**src/rtl/hpd_pkg.sv**
```systemverilog
// Shared types for the host port decoder.
// Assumes the strap word layout below; the bit order is the wiring contract.
package hpd_pkg;
    localparam int STRAP_W  = 16;
    localparam int IO_BASE_W = 9;
    localparam int MEM_BASE_W = 3;
    localparam int IDX_W    = 4;

    typedef struct packed {
        logic [MEM_BASE_W-1:0] mem_base; // compared with address 19..17
        logic [IO_BASE_W-1:0]  io_base;  // compared with address 9..1
        logic                  swap;
        logic                  m68k;
        logic                  direct;
        logic                  bus16;
    } strap_t;
endpackage

```
**src/rtl/hpd_strap_latch.sv**
```systemverilog
// Captures the strap word while reset is held and freezes it afterwards.
// Assumes straps are stable for at least one clock before reset release.
module hpd_strap_latch
    import hpd_pkg::*;
(
    input  logic               clk,
    input  logic               rst_n,
    input  logic [STRAP_W-1:0] strap_i,
    output strap_t             cfg_o
);
    strap_t cfg_q;

    // Track the pins during reset, hold from release on.
    always_ff @(posedge clk) begin
        if (!rst_n) cfg_q <= strap_t'(strap_i);
    end

    assign cfg_o = cfg_q;


    strap_hold_chk: assert property (@(posedge clk) disable iff (!rst_n)
        $past(rst_n) |-> $stable(cfg_q));
endmodule

```
**src/rtl/hpd_strobe_decode.sv**
```systemverilog
// Turns the two I/O strobes into active/write/read flags for either protocol.
// Assumes strobes are active low in both protocols.
module hpd_strobe_decode (
    input  logic m68k_i,
    input  logic rd_n_i,
    input  logic wr_n_i,
    output logic active_o,
    output logic write_o,
    output logic read_o
);
    // Protocol-dependent strobe interpretation.
    always_comb begin
        if (m68k_i) begin
            active_o = !rd_n_i;
            write_o  = !rd_n_i && !wr_n_i;
        end else begin
            active_o = !rd_n_i || !wr_n_i;
            write_o  = !wr_n_i;
        end
        read_o = active_o && !write_o;
    end
endmodule

```
**src/rtl/hpd_addr_match.sv**
```systemverilog
// Compares the host address with the strapped I/O and memory bases.
// Assumes direct mode leaves DIR_BITS low address bits for register select.
module hpd_addr_match
    import hpd_pkg::*;
#(
    parameter int ADDR_W   = 20,
    parameter int DIR_BITS = IDX_W
) (
    input  logic              clk,
    input  logic              rst_n,
    input  strap_t            cfg_i,
    input  logic [ADDR_W-1:0] haddr_i,
    input  logic              io_cs_n,
    input  logic              mem_cs_n,
    input  logic              active_i,
    output logic              io_hit_o,
    output logic              mem_hit_o
);
    localparam int MEM_LO = ADDR_W - MEM_BASE_W;

    logic [IO_BASE_W-1:0] io_addr;
    logic [IO_BASE_W-1:0] cmp_mask;
    logic                 io_match;
    logic                 unused_addr;

    assign io_addr     = haddr_i[IO_BASE_W:1];
    assign unused_addr = &{1'b0, haddr_i[MEM_LO-1:IO_BASE_W+1], haddr_i[0]};

    // Mask out register-select bits in direct mode.
    always_comb begin
        for (int b = 0; b < IO_BASE_W; b++) begin
            cmp_mask[b] = !(cfg_i.direct && (b < DIR_BITS));
        end
    end

    // Base compares and chip-select qualification.
    always_comb begin
        io_match  = ((io_addr ^ cfg_i.io_base) & cmp_mask) == '0;
        io_hit_o  = !io_cs_n && active_i && io_match;
        mem_hit_o = !mem_cs_n && (haddr_i[ADDR_W-1:MEM_LO] == cfg_i.mem_base);
    end


    mem_hit_chk: assert property (@(posedge clk) disable iff (!rst_n)
        mem_hit_o |-> (!mem_cs_n && haddr_i[ADDR_W-1:MEM_LO] == cfg_i.mem_base));

    io_hit_chk: assert property (@(posedge clk) disable iff (!rst_n)
        io_hit_o |-> (!io_cs_n && active_i));
endmodule

```
**src/rtl/hpd_index_reg.sv**
```systemverilog
// Four-bit register index, loaded by host writes to the index port.
// Assumes the write enable is already qualified by decode.
module hpd_index_reg
    import hpd_pkg::*;
(
    input  logic             clk,
    input  logic             rst_n,
    input  logic             we_i,
    input  logic [IDX_W-1:0] wdata_i,
    output logic [IDX_W-1:0] idx_o
);
    logic [IDX_W-1:0] idx_q;

    // Clear on reset, load on index write.
    always_ff @(posedge clk) begin
        if (!rst_n)    idx_q <= '0;
        else if (we_i) idx_q <= wdata_i;
    end

    assign idx_o = idx_q;


    idx_change_chk: assert property (@(posedge clk) disable iff (!rst_n)
        !$stable(idx_q) |-> $past(we_i));
endmodule

```
**src/rtl/host_port_decoder.sv**
```systemverilog
// Top of the host port decoder: strap capture, strobe and address decode,
// index register and byte-lane steering. Assumes straps settle during reset.
module host_port_decoder
    import hpd_pkg::*;
#(
    parameter int ADDR_W = 20,
    parameter int DATA_W = 16
) (
    input  logic              clk,
    input  logic              rst_n,
    input  logic [STRAP_W-1:0] strap_i,
    input  logic [ADDR_W-1:0] haddr_i,
    input  logic [DATA_W-1:0] hdata_i,
    input  logic              io_cs_n,
    input  logic              io_rd_n,
    input  logic              io_wr_n,
    input  logic              mem_cs_n,
    output logic              io_hit_o,
    output logic              mem_hit_o,
    output logic              idx_hit_o,
    output logic              reg_hit_o,
    output logic [IDX_W-1:0]  reg_sel_o,
    output logic [DATA_W-1:0] rd_data_o,
    output logic              cfg_bus16_o,
    output logic              cfg_direct_o,
    output logic              cfg_m68k_o,
    output logic              cfg_swap_o
);
    localparam int BYTE_W = DATA_W / 2;

    strap_t           cfg;
    logic             active, is_wr, is_rd;
    logic             swap_eff;
    logic [BYTE_W-1:0] wr_lane;
    logic [BYTE_W-1:0] rd_lane;
    logic [IDX_W-1:0] idx;

    hpd_strap_latch u_straps (
        .clk(clk), .rst_n(rst_n), .strap_i(strap_i), .cfg_o(cfg)
    );

    hpd_strobe_decode u_strobe (
        .m68k_i(cfg.m68k), .rd_n_i(io_rd_n), .wr_n_i(io_wr_n),
        .active_o(active), .write_o(is_wr), .read_o(is_rd)
    );

    hpd_addr_match #(.ADDR_W(ADDR_W)) u_match (
        .clk(clk), .rst_n(rst_n), .cfg_i(cfg), .haddr_i(haddr_i),
        .io_cs_n(io_cs_n), .mem_cs_n(mem_cs_n), .active_i(active),
        .io_hit_o(io_hit_o), .mem_hit_o(mem_hit_o)
    );

    // Split an I/O hit into index port or register/data port.
    always_comb begin
        idx_hit_o = io_hit_o && !cfg.direct && !haddr_i[0];
        reg_hit_o = io_hit_o && (cfg.direct || haddr_i[0]);
        reg_sel_o = cfg.direct ? haddr_i[IDX_W:1] : idx;
    end

    // Byte lane selection for index write data.
    always_comb begin
        swap_eff = cfg.swap && cfg.bus16;
        wr_lane  = swap_eff ? hdata_i[DATA_W-1:BYTE_W] : hdata_i[BYTE_W-1:0];
    end

    hpd_index_reg u_index (
        .clk(clk), .rst_n(rst_n), .we_i(idx_hit_o && is_wr),
        .wdata_i(wr_lane[IDX_W-1:0]), .idx_o(idx)
    );

    // Read-back steering of the index onto the data bus.
    always_comb begin
        rd_lane   = {{(BYTE_W-IDX_W){1'b0}}, idx};
        rd_data_o = '0;
        if (idx_hit_o && is_rd) begin
            if (swap_eff) rd_data_o[DATA_W-1:BYTE_W] = rd_lane;
            else          rd_data_o[BYTE_W-1:0]      = rd_lane;
        end
    end

    assign cfg_bus16_o  = cfg.bus16;
    assign cfg_direct_o = cfg.direct;
    assign cfg_m68k_o   = cfg.m68k;
    assign cfg_swap_o   = cfg.swap;


    port_excl_chk: assert property (@(posedge clk) disable iff (!rst_n)
        $onehot0({idx_hit_o, reg_hit_o}));

    direct_no_idx_chk: assert property (@(posedge clk) disable iff (!rst_n)
        cfg_direct_o |-> !idx_hit_o);

    narrow_rd_chk: assert property (@(posedge clk) disable iff (!rst_n)
        !cfg_bus16_o |-> (rd_data_o[DATA_W-1:BYTE_W] == '0));
endmodule

```
**config.mk**
```make
export PLATFORM = sky130hd
export DESIGN_NAME = host_port_decoder
export DESIGN_NICKNAME = d
export VERILOG_FILES = /design/src/rtl/hpd_pkg.sv /design/src/rtl/hpd_strap_latch.sv /design/src/rtl/hpd_strobe_decode.sv /design/src/rtl/hpd_addr_match.sv /design/src/rtl/hpd_index_reg.sv /design/src/rtl/host_port_decoder.sv
export SDC_FILE = /design/constraint.sdc
export NUM_CORES = 1
export LEC_CHECK = 0
export ABC_AREA = 1
export BUFFER_PORTS_ARGS = -buffer_cell sky130_fd_sc_hd__buf_2
export CELL_PAD_IN_SITES_DETAIL_PLACEMENT = 0
export CELL_PAD_IN_SITES_GLOBAL_PLACEMENT = 1
export CORE_UTILIZATION = 24
export DETAILED_ROUTE_END_ITERATION = 12
export GPL_TIMING_DRIVEN = 0
export PLACE_DENSITY = 0.8
export SYNTH_ARGS = -nofsm -noshare
export SYNTH_HDL_FRONTEND = slang
export SYNTH_SLANG_ARGS = --single-unit
```
**constraint.sdc**
```tcl
create_clock -name clk -period 1.15 [get_ports clk]
set_input_delay 0.23 -clock clk [delete_from_list [all_inputs] [get_ports clk]]
set_output_delay 0.23 -clock clk [all_outputs]
set_load 0.02 [all_outputs]
```
-- Yosys cells after proc, flatten, opt, wreduce, memory -nomap -nowiden
Index checks and enable logic that the tools add are counted.
- equal/unequal tests: 1
- muxes and demuxes: 7
- bitwise gates (word level): 2
- reductions and logical operators: 21
- operators by type and width (operator ; count):
    2-to-1 mux 4 bit ; 4
    2-to-1 mux 12 bit ; 1
    logical AND 1 bit ; 11
    AND 9 bit ; 1
    zero test 9 bit ; 1
    bitwise XOR 9 bit ; 1
    zero test 1 bit ; 7
    equality test 3 bit ; 1
    logical OR 1 bit ; 2
    2-to-1 mux 1 bit ; 2
- register bits after elaboration: 20
- input bits: 58
- output and inout bits: 28

-- Longest topological paths before layout
Gate-level depths: netlist of run 1.
- depth in word-level cells: 9
- gate-level depth with buffers: 10
- gate-level depth less buffers: 10

-- Modules after synthesis
A second synthesis of run 1 with hierarchy kept.
- cell total of the unflattened synthesis: 171
- area, all modules: 1213.7 um^2
- by module, submodules not included (module ; instances ; cells an instance ; area each (um^2) ; seq. area each (um^2)):
    hpd_strap_latch ; 1 ; 17 ; 484.2 ; 480.5
    host_port_decoder ; 1 ; 60 ; 279.0 ; 0.0
    hpd_addr_match ; 1 ; 65 ; 266.5 ; 0.0
    hpd_index_reg ; 1 ; 25 ; 166.4 ; 80.1
    hpd_strobe_decode ; 1 ; 4 ; 17.5 ; 0.0

-- Least setup slack after synthesis of run 1
No wires, ideal clock.
- path type: reg2out
- from: register u_straps.cfg_q, in the netlist u_straps.cfg_o[1]
- to: output port rd_data_o[0]
- arrival time: 1.514 ns
- required time: 0.920 ns
- path slack: -0.594 ns
- stages on the path, launching flop included: 5
- buffers on the path: 1
- cell sequence: edfxtp_1 -> buf_2 -> nor2_4 -> nand4_4 -> nor3_1
- longest elaborated chain between the ends: 8
- RTL lines (what ; RTL line ; RTL):
    start, declared ; hpd_strap_latch.sv:11 ; strap_t cfg_q;
    start signal, assigned ; hpd_strap_latch.sv:15 ; if (!rst_n) cfg_q <= strap_t'(strap_i);
    zero test 1 bit * ; hpd_addr_match.sv:32, host_port_decoder.sv:55 ;
    AND 9 bit ; hpd_addr_match.sv:38 ; io_match = ((io_addr ^ cfg_i.io_base) & cmp_mask) == '0;
    zero test 9 bit ; hpd_addr_match.sv:38 ;
    logical AND 1 bit ; hpd_addr_match.sv:39 ; io_hit_o = !io_cs_n && active_i && io_match;
    logical AND 1 bit * (2 in a row) ; host_port_decoder.sv:55 ; idx_hit_o = io_hit_o && !cfg.direct && !haddr_i[0];
    logical AND 1 bit * ; host_port_decoder.sv:75 ; if (idx_hit_o && is_rd) begin
    2-to-1 mux 12 bit * ; host_port_decoder.sv:75 ;
    end, declared ; host_port_decoder.sv:23 ; output logic [DATA_W-1:0] rd_data_o,
Every way passes the cells marked *; elsewhere a longest branch is shown, timed or not.

-- Worst setup path in the final report of run 1
- from: register u_straps.cfg_q, in the netlist u_straps.cfg_o[11]
- to: output port rd_data_o[8]
- longest elaborated chain between the ends: 8
- RTL lines (what ; RTL line):
    bitwise XOR 9 bit ; hpd_addr_match.sv:38
    AND 9 bit ; hpd_addr_match.sv:38
    zero test 9 bit ; hpd_addr_match.sv:38
    logical AND 1 bit ; hpd_addr_match.sv:39
    logical AND 1 bit (2 in a row) ; host_port_decoder.sv:55
    logical AND 1 bit ; host_port_decoder.sv:75
    2-to-1 mux 12 bit ; host_port_decoder.sv:75
No other way between the ends.

==> results of run 1 <==
-- final cells by class --
cell class              count  area share
clock buffers               3      0.0217
clock inverters             1      0.0158
inverters                  27      0.0532
repair buffers             65       0.208
plain buffers               9      0.0375
flip-flops and latches     20       0.294
well taps                  67      0.0440
multi-input cells         102       0.326
-- power breakdown --
part / internal, uW / leakage, uW / switching, uW
clock network: 464 / 0.0000357 / 234
logic: 168 / 0.000752 / 241
registers: 833 / 0.000189 / 23.4
-- critical path: cells and delay by family (launching register included) --
kind | cells | cell delay (ns)
buffers and inverters | 1 | 0.16
flip-flops | 1 | 0.40
AND/OR/NAND/NOR | 7 | 0.87
-- layer usage --
layer  wire [um]  part of all wire  track usage  vias to the layer above
li1            -                 -            -                      603
met2        1400              0.51        0.192                       34
met1        1170              0.43        0.117                      483
met5           0                 0            0                        -
met3         135             0.050       0.0222                        2
met4          19            0.0070       0.0392                        0
-- cells in the mapped netlist --
cell / instances / area [sq um]
inv_1: 25 / 93.8
conb_1: 1 / 3.75
o21ai_0: 4 / 20.0
buf_2: 1 / 5.00
edfxtp_1: 16 / 480
nand3_1: 4 / 20.0
buf_4: 8 / 60.1
xor2_1: 3 / 26.3
nor2_1: 14 / 52.6
dfxtp_1: 4 / 80.1
nand4_4: 2 / 42.5
nor2_4: 3 / 33.8
a21oi_1: 1 / 5.00
o21ai_2: 1 / 8.76
nor3_1: 9 / 45.0
nor4_1: 1 / 6.26
inv_2: 2 / 7.51
nand2_1: 52 / 195
-- final timing paths --
kind                                                      end  slack (ns)                     startpoint
worst max-delay path                             rd_data_o[8]       -0.75   u_straps.cfg_o[11]$_DFFE_PN_
worst min-delay path             u_straps.cfg_o[10]$_DFFE_PN_        0.14                    strap_i[10]
worst max register to register  u_index.idx_o[2]$_SDFFE_PN0P_       -0.43   u_straps.cfg_o[11]$_DFFE_PN_
worst min register to register  u_index.idx_o[3]$_SDFFE_PN0P_        0.63  u_index.idx_o[3]$_SDFFE_PN0P_
-- layout by cell type (no fill, tap or decap), drive strengths merged --
cell type  count
o21ai          5
clkbuf         3
a21oi          1
edfxtp        16
conb           8
nor3           9
xor2           3
dfxtp          4
nand3          4
inv           27
nand2         52
nor4           1
nand4          2
buf           74
bufinv         1
nor2          17
-- sequential cells by signal, indices dropped and copies added, names as in the netlist --
| signal | flops |
|---|---|
| u_index.idx_o | 4 |
| u_straps.cfg_o | 16 |
-- metrics by stage --
stage / power (uW) / util / std cells / hold WS [ns]
detailed placement: 1260 / 0.360 / 287 / 0.408
floorplan: 1120 / - / 158 / 0.329
CTS: 1970 / 0.392 / 293 / 0.139
global route: 2050 / 0.401 / 294 / 0.132
global placement: 1250 / 0.360 / 287 / 0.406
finish: 1960 / 0.401 / 294 / 0.144
-- logic make-up after synthesis --
logic type,share of synthesized area
AOI/OAI and AO/OA,0.0285
xor gates and xnor gates,0.0222
buffers and inverters,0.140
DFF,0.473
other,0.00316
and+or+nand+nor,0.333
-- repair_timing --
action | 4_1_cts | 5_1_grt
endpoints found under the setup margin | 20 | 20
buffers inserted | 2 | 1
pin swaps | 7 | 3
resized for setup | 26 | 12
endpoints found under the hold margin | 0 | 0
hold buffers | 0 | 0
==> impl_results.md, run 1 <==
- Status: complete, but fails checks
- Failing checks: setup timing
- Antenna violations before repair: 0
- DIE AREA: 5230 sq um
- Ys Warns: 0
- Highest cell delay on the worst timing path: ~0.4 ns
- P per Cell Area: slightly above 1000 nW/um^2
- Setup_tns: -10.50 ns
- Register area: 561 sq um
- Post-Layout Inst Area: roughly 1900 sq um
- Min-Delay Path Class: input port to flop
- Worst-path fanout max: 8
- Multi-input gate area: a little over 600 sq um
- Final critical-path setup slack: -0.755 ns
- Syn Std Cell Area: about 1200 sq um
- Final ANT Viol Nets: 0
- Mapped Cells: around 150
- Final worst-path cycle share: 1.66
- Cells along the critical path: nand2_1 -> nand2_1 -> nor2_2 -> nand2_2 -> nor2_4 -> nand4_4 -> nor3_2 -> buf_4
- Most common cell on crit path: nand2_1
- Post-DP Area: roughly 1700 sq um
- Worst hold stages: 1
- Place WS: -0.510 ns
- Overall global routing resource usage: 0.104
- ANT cells: 0
- FF+latch count, synth: 20
- Final HPWL DP: roughly 2200 um
- Vias/cell: approximately 3.8
- Routed vias: around 1100
- IO Pins: 86
- # DRC: 0
- Fin crit period: approximately 1.9 ns
- Initial DRC count: 9
- Critical path class: flop to output port
- Worst rel slew slack: 0.580
- WL/cell: a little over 9 um
- Setup Viol. Count Final: 20
- Die X: ~72 um
- Unrepaired setup endpoints after global routing: true
- Root buf cell: clkbuf_8
- Seq/Total Area, Yosys: 0.473
- Slowest CP cell: edfxtp_1
- Vias in the first global route: approximately 1000
- Largest net degree at the start of global routing: 17
- Count of input and output buffers: 62
- Max VDD drop: between 0.8 and 0.9 mV
- Reg2Reg Depth: 12
- P_leak: around 0.00098 uW
- Final hold vios: 0
- Layout Nets: between 200 and 300
- Worst setup SP type: flop
- Clock skew: about 0.0039 ns
- Avg Cell Area, Syn: between 7 and 8 sq um
- Routability cong.: between 0.7 and 0.8
- Req. time, crit path: about 0.92 ns
- FMAX: between 500 and 600 MHz
- First-pass GRT wire length: about 4100 um
- Data arrival time of the critical path: roughly 1.7 ns
- Share of cells above drive strength 1: 0.520
- Die H: approximately 72 um
- GR Overflow Total: 0
- First-pass DRT Iterations: 4
- Crit path capture type: output port
- DRT Wirelength: between 2000 and 3000 um
- TritonCTS Buffers: 3
- Worst slew pin tran: 0.629 ns
- Core Footprint: roughly 4800 sq um
- H-tree Lvls: 1
- Max-cap violation count: 0
- Starting Density: 0.249
- Worst skew pair latency: ~0.26 ns
- Clk pin slew, worst setup/hold paths: approximately 0.08 ns
- Synthesis-to-layout area growth: 60.5%
- CTS tree: done
- Max-slew violation count: 0
- Clock Tree Buf Depth: 2
- FILL cells: a little over 500
- Row cnt: 25
- Total clock sinks: 20
- Yosys cell types: 18
(Power assumes the default switching activity.)
==> inputs of run 2 (changes only) <==
==> constraint.sdc (replaced) <==
create_clock -name clk -period 1.15 [get_ports clk]
set_input_delay 0.2875 -clock clk [delete_from_list [all_inputs] [get_ports clk]]
set_output_delay 0.2875 -clock clk [all_outputs]
set_load 0.02 [all_outputs]
==> run 2 against run 1 <==
Net effect: the run still ends with setup timing left; non-clock buffer count up 1; sequential share of layout area increased by 0.14 points; worst setup slack got worse by 0.097 ns; die area unchanged; final area is 0.46% lower; wire length down 0.26%; maximum frequency shrank 4.9%; global-route usage up 0.33 points; sequential power hardly changed; largest cell class unchanged.
==> impl_results.md, run 2 (same netlist as run 1, synthesis figures left out) <==
- Busiest grt layer: met2
- DIE AREA: 5230 sq um (unchanged)
- Final critical-path setup slack: -0.852 ns (-0.0974 ns)
- Starting Density: 0.249 (unchanged)
- IO Pins: 86 (unchanged)
- Worst slew pin tran: 0.649 ns (+0.0208 ns)
- Layout Nets: 287 (+0.35%)
- Root buf cell: clkbuf_8
- Clk pin slew, worst setup/hold paths: 0.07 ns (about the same)
- Count of input and output buffers: 62 (unchanged)
- Initial DRC count: 16 (+7)
- Min-Delay Path Class: input port to flop
- # DRC: 0 (unchanged)
- First-pass DRT Iterations: 6 (+2)
- Final HPWL DP: 2180 um (-0.12%)
- Final hold vios: 0 (unchanged)
- CTS tree: done
- Worst skew pair latency: 0.26 ns (about the same)
- Antenna violations before repair: 0 (unchanged)
- Clock skew: 0.00514 ns (+0.00128 ns)
- ANT cells: 0 (unchanged)
- Setup Viol. Count Final: 23 (+15%)
- Largest net degree at the start of global routing: 17 (unchanged)
- WL/cell: 9.21 um (-0.59%)
- Combinational Power Share: 0.242 (+0.034)
- Switching Power: 495 uW (-0.63%)
- Critical path class: flop to output port
- Die X: 72.3 um (unchanged)
- Met2 usage: 0.206 (+0.0135)
- Vias in the first global route: 1033 (+3.6%)
- Status: complete, but fails checks
- Total clock sinks: 20 (unchanged)
- Clock Power Share: 0.269 (-0.087)
- Clock Tree Buf Depth: 2 (unchanged)
- Max reg flops: 16 (unchanged)
- P_leak: 0.000986 uW (+0.96%)
- Final worst-path cycle share: 1.74 (+0.0847)
- Req. time, crit path: 0.86 ns (-0.06 ns)
- Max VDD drop: 0.725 mV (-16%)
- First-pass GRT wire length: 4280 um (+3.3%)
- Core Footprint: 4750 sq um (unchanged)
- Setup_tns: -11.45 ns (-0.949 ns)
- Synthesis-to-layout area growth: 59.8%
- Worst setup SP type: flop
- Data arrival time of the critical path: 1.71 ns (+0.04 ns)
- Max-cap violation count: 0 (unchanged)
- Met3 usage: 0.0250 (+0.00278)
- P per Cell Area: 926 nW/um^2 (-10%)
- Overall global routing resource usage: 0.107 (+0.00326)
- Die H: 72.3 um (unchanged)
- Sequential fraction of design power: 0.488 (+0.052)
- GR Overflow Total: 0 (unchanged)
- Share of cells above drive strength 1: 0.504 (-0.0154)
- Routed vias: 1137 (+1.3%)
- Worst-path fanout max: 8 (unchanged)
- Unrepaired setup endpoints after global routing: true
- Fin crit period: 2.00 ns (+0.0974 ns)
- Crit path capture type: output port
- Vias/cell: 3.85 (+0.99%)
- Worst rel slew slack: 0.567 (-0.0139)
- TritonCTS Buffers: 3 (unchanged)
- FILL cells: 510 (+0.39%)
- Failing checks: setup timing
- FMAX: 500 MHz (-4.9%)
- Switching Share: 0.282 (+0.0284)
- Final ANT Viol Nets: 0 (unchanged)
- H-tree Lvls: 1 (unchanged)
- Max-slew violation count: 0 (unchanged)
- Most frequent cells in the layout: 45 x nand2_1, 45 x buf_2, 24 x inv_1, 22 x buf_4, 16 x edfxtp_1
- Hold_buf cts: 0 (unchanged)
- Pint: 1260 uW (-14%)
- Final hold slack: 0.199 ns (+0.0559 ns)
- Routability cong.: 0.742 (+2.6%)
- Row cnt: 25 (unchanged)
- DRT Wirelength: 2720 um (-0.26%)
- Met1 global-route usage: 0.111 (-0.00609)
-- run 2: cell types whose count changed in the layout (fill, tap and decap cells not counted), moves of 2 or more --
cell and change:
nand2_2 -2, nand2_1 +2, nor2_1 +2, nor2_2 -2
-- run 2: final cells by class --
class / instances / area (sq um) / area share
Sequential cell: 20 / 561 / 0.296
Buffer: 9 / 71.3 / 0.0376
Multi-Input combinational cell: 102 / 624 / 0.329
Clock buffer: 4 / 45.0 / 0.0238
Tap cell: 67 / 83.8 / 0.0442
Timing Repair Buffer: 66 / 409 / 0.216
Inverter: 27 / 101 / 0.0535
-- run 2: per-stage QoR --
stage	total power, uW	setup WS [ns]	instance area (sq um)	util	cells
global placement	1250	-0.595	1710	0.360	287
CTS	1750	-0.847	1840	0.386	292
global route	1850	-0.992	1900	0.399	295
detailed placement	1260	-0.600	1710	0.360	287
finish	1760	-0.852	1900	0.399	295
floorplan	1120	-0.531	1320	-	158
-- run 2: routing by layer --
| metal | part of all wire | up-vias |
|---|---|---|
| met5 | 0 | - |
| met3 | 0.054 | 2 |
| met2 | 0.53 | 35 |
| li1 | - | 607 |
| met1 | 0.41 | 493 |
| met4 | 0.0055 | 0 |
-- run 2: power by group through the flow --
stage                     logic (uW)  clock network [uW]  registers (uW)
after floorplan                  236                   0             884
after global placement           381                   0             872
after detailed placement         384                   0             873
after CTS                        407                 490             857
after global routing             467                 520             862
final                            425                 472             857
-- run 2: worst max-delay path: stages (launching register included) --
cell,delay [ns]
edfxtp_1,0.39
inv_2,0.09
nand3_2,0.08
nand2_2,0.06
nor2_4,0.19
nand4_4,0.25
nor3_2,0.23
buf_4,0.16
-- run 2: what timing repair did --
item,4_1_cts,5_1_grt
setup buffers,1,3
resized for setup,28,11
endpoints found under the hold margin,0,0
setup endpoints to repair,22,24
pin swaps,2,3
-- run 2: path summary, 6_finish.rpt --
path | cells past startpoint | slack, ns | from | to
setup / recovery | 7 | -0.85 | u_straps.cfg_o[1]$_DFFE_PN_ | rd_data_o[3]
hold / removal | 1 | 0.20 | strap_i[14] | u_straps.cfg_o[14]$_DFFE_PN_
setup reg to reg | 11 | -0.32 | u_straps.cfg_o[11]$_DFFE_PN_ | u_index.idx_o[1]$_SDFFE_PN0P_
hold reg to reg | 4 | 0.62 | u_index.idx_o[2]$_SDFFE_PN0P_ | u_index.idx_o[2]$_SDFFE_PN0P_
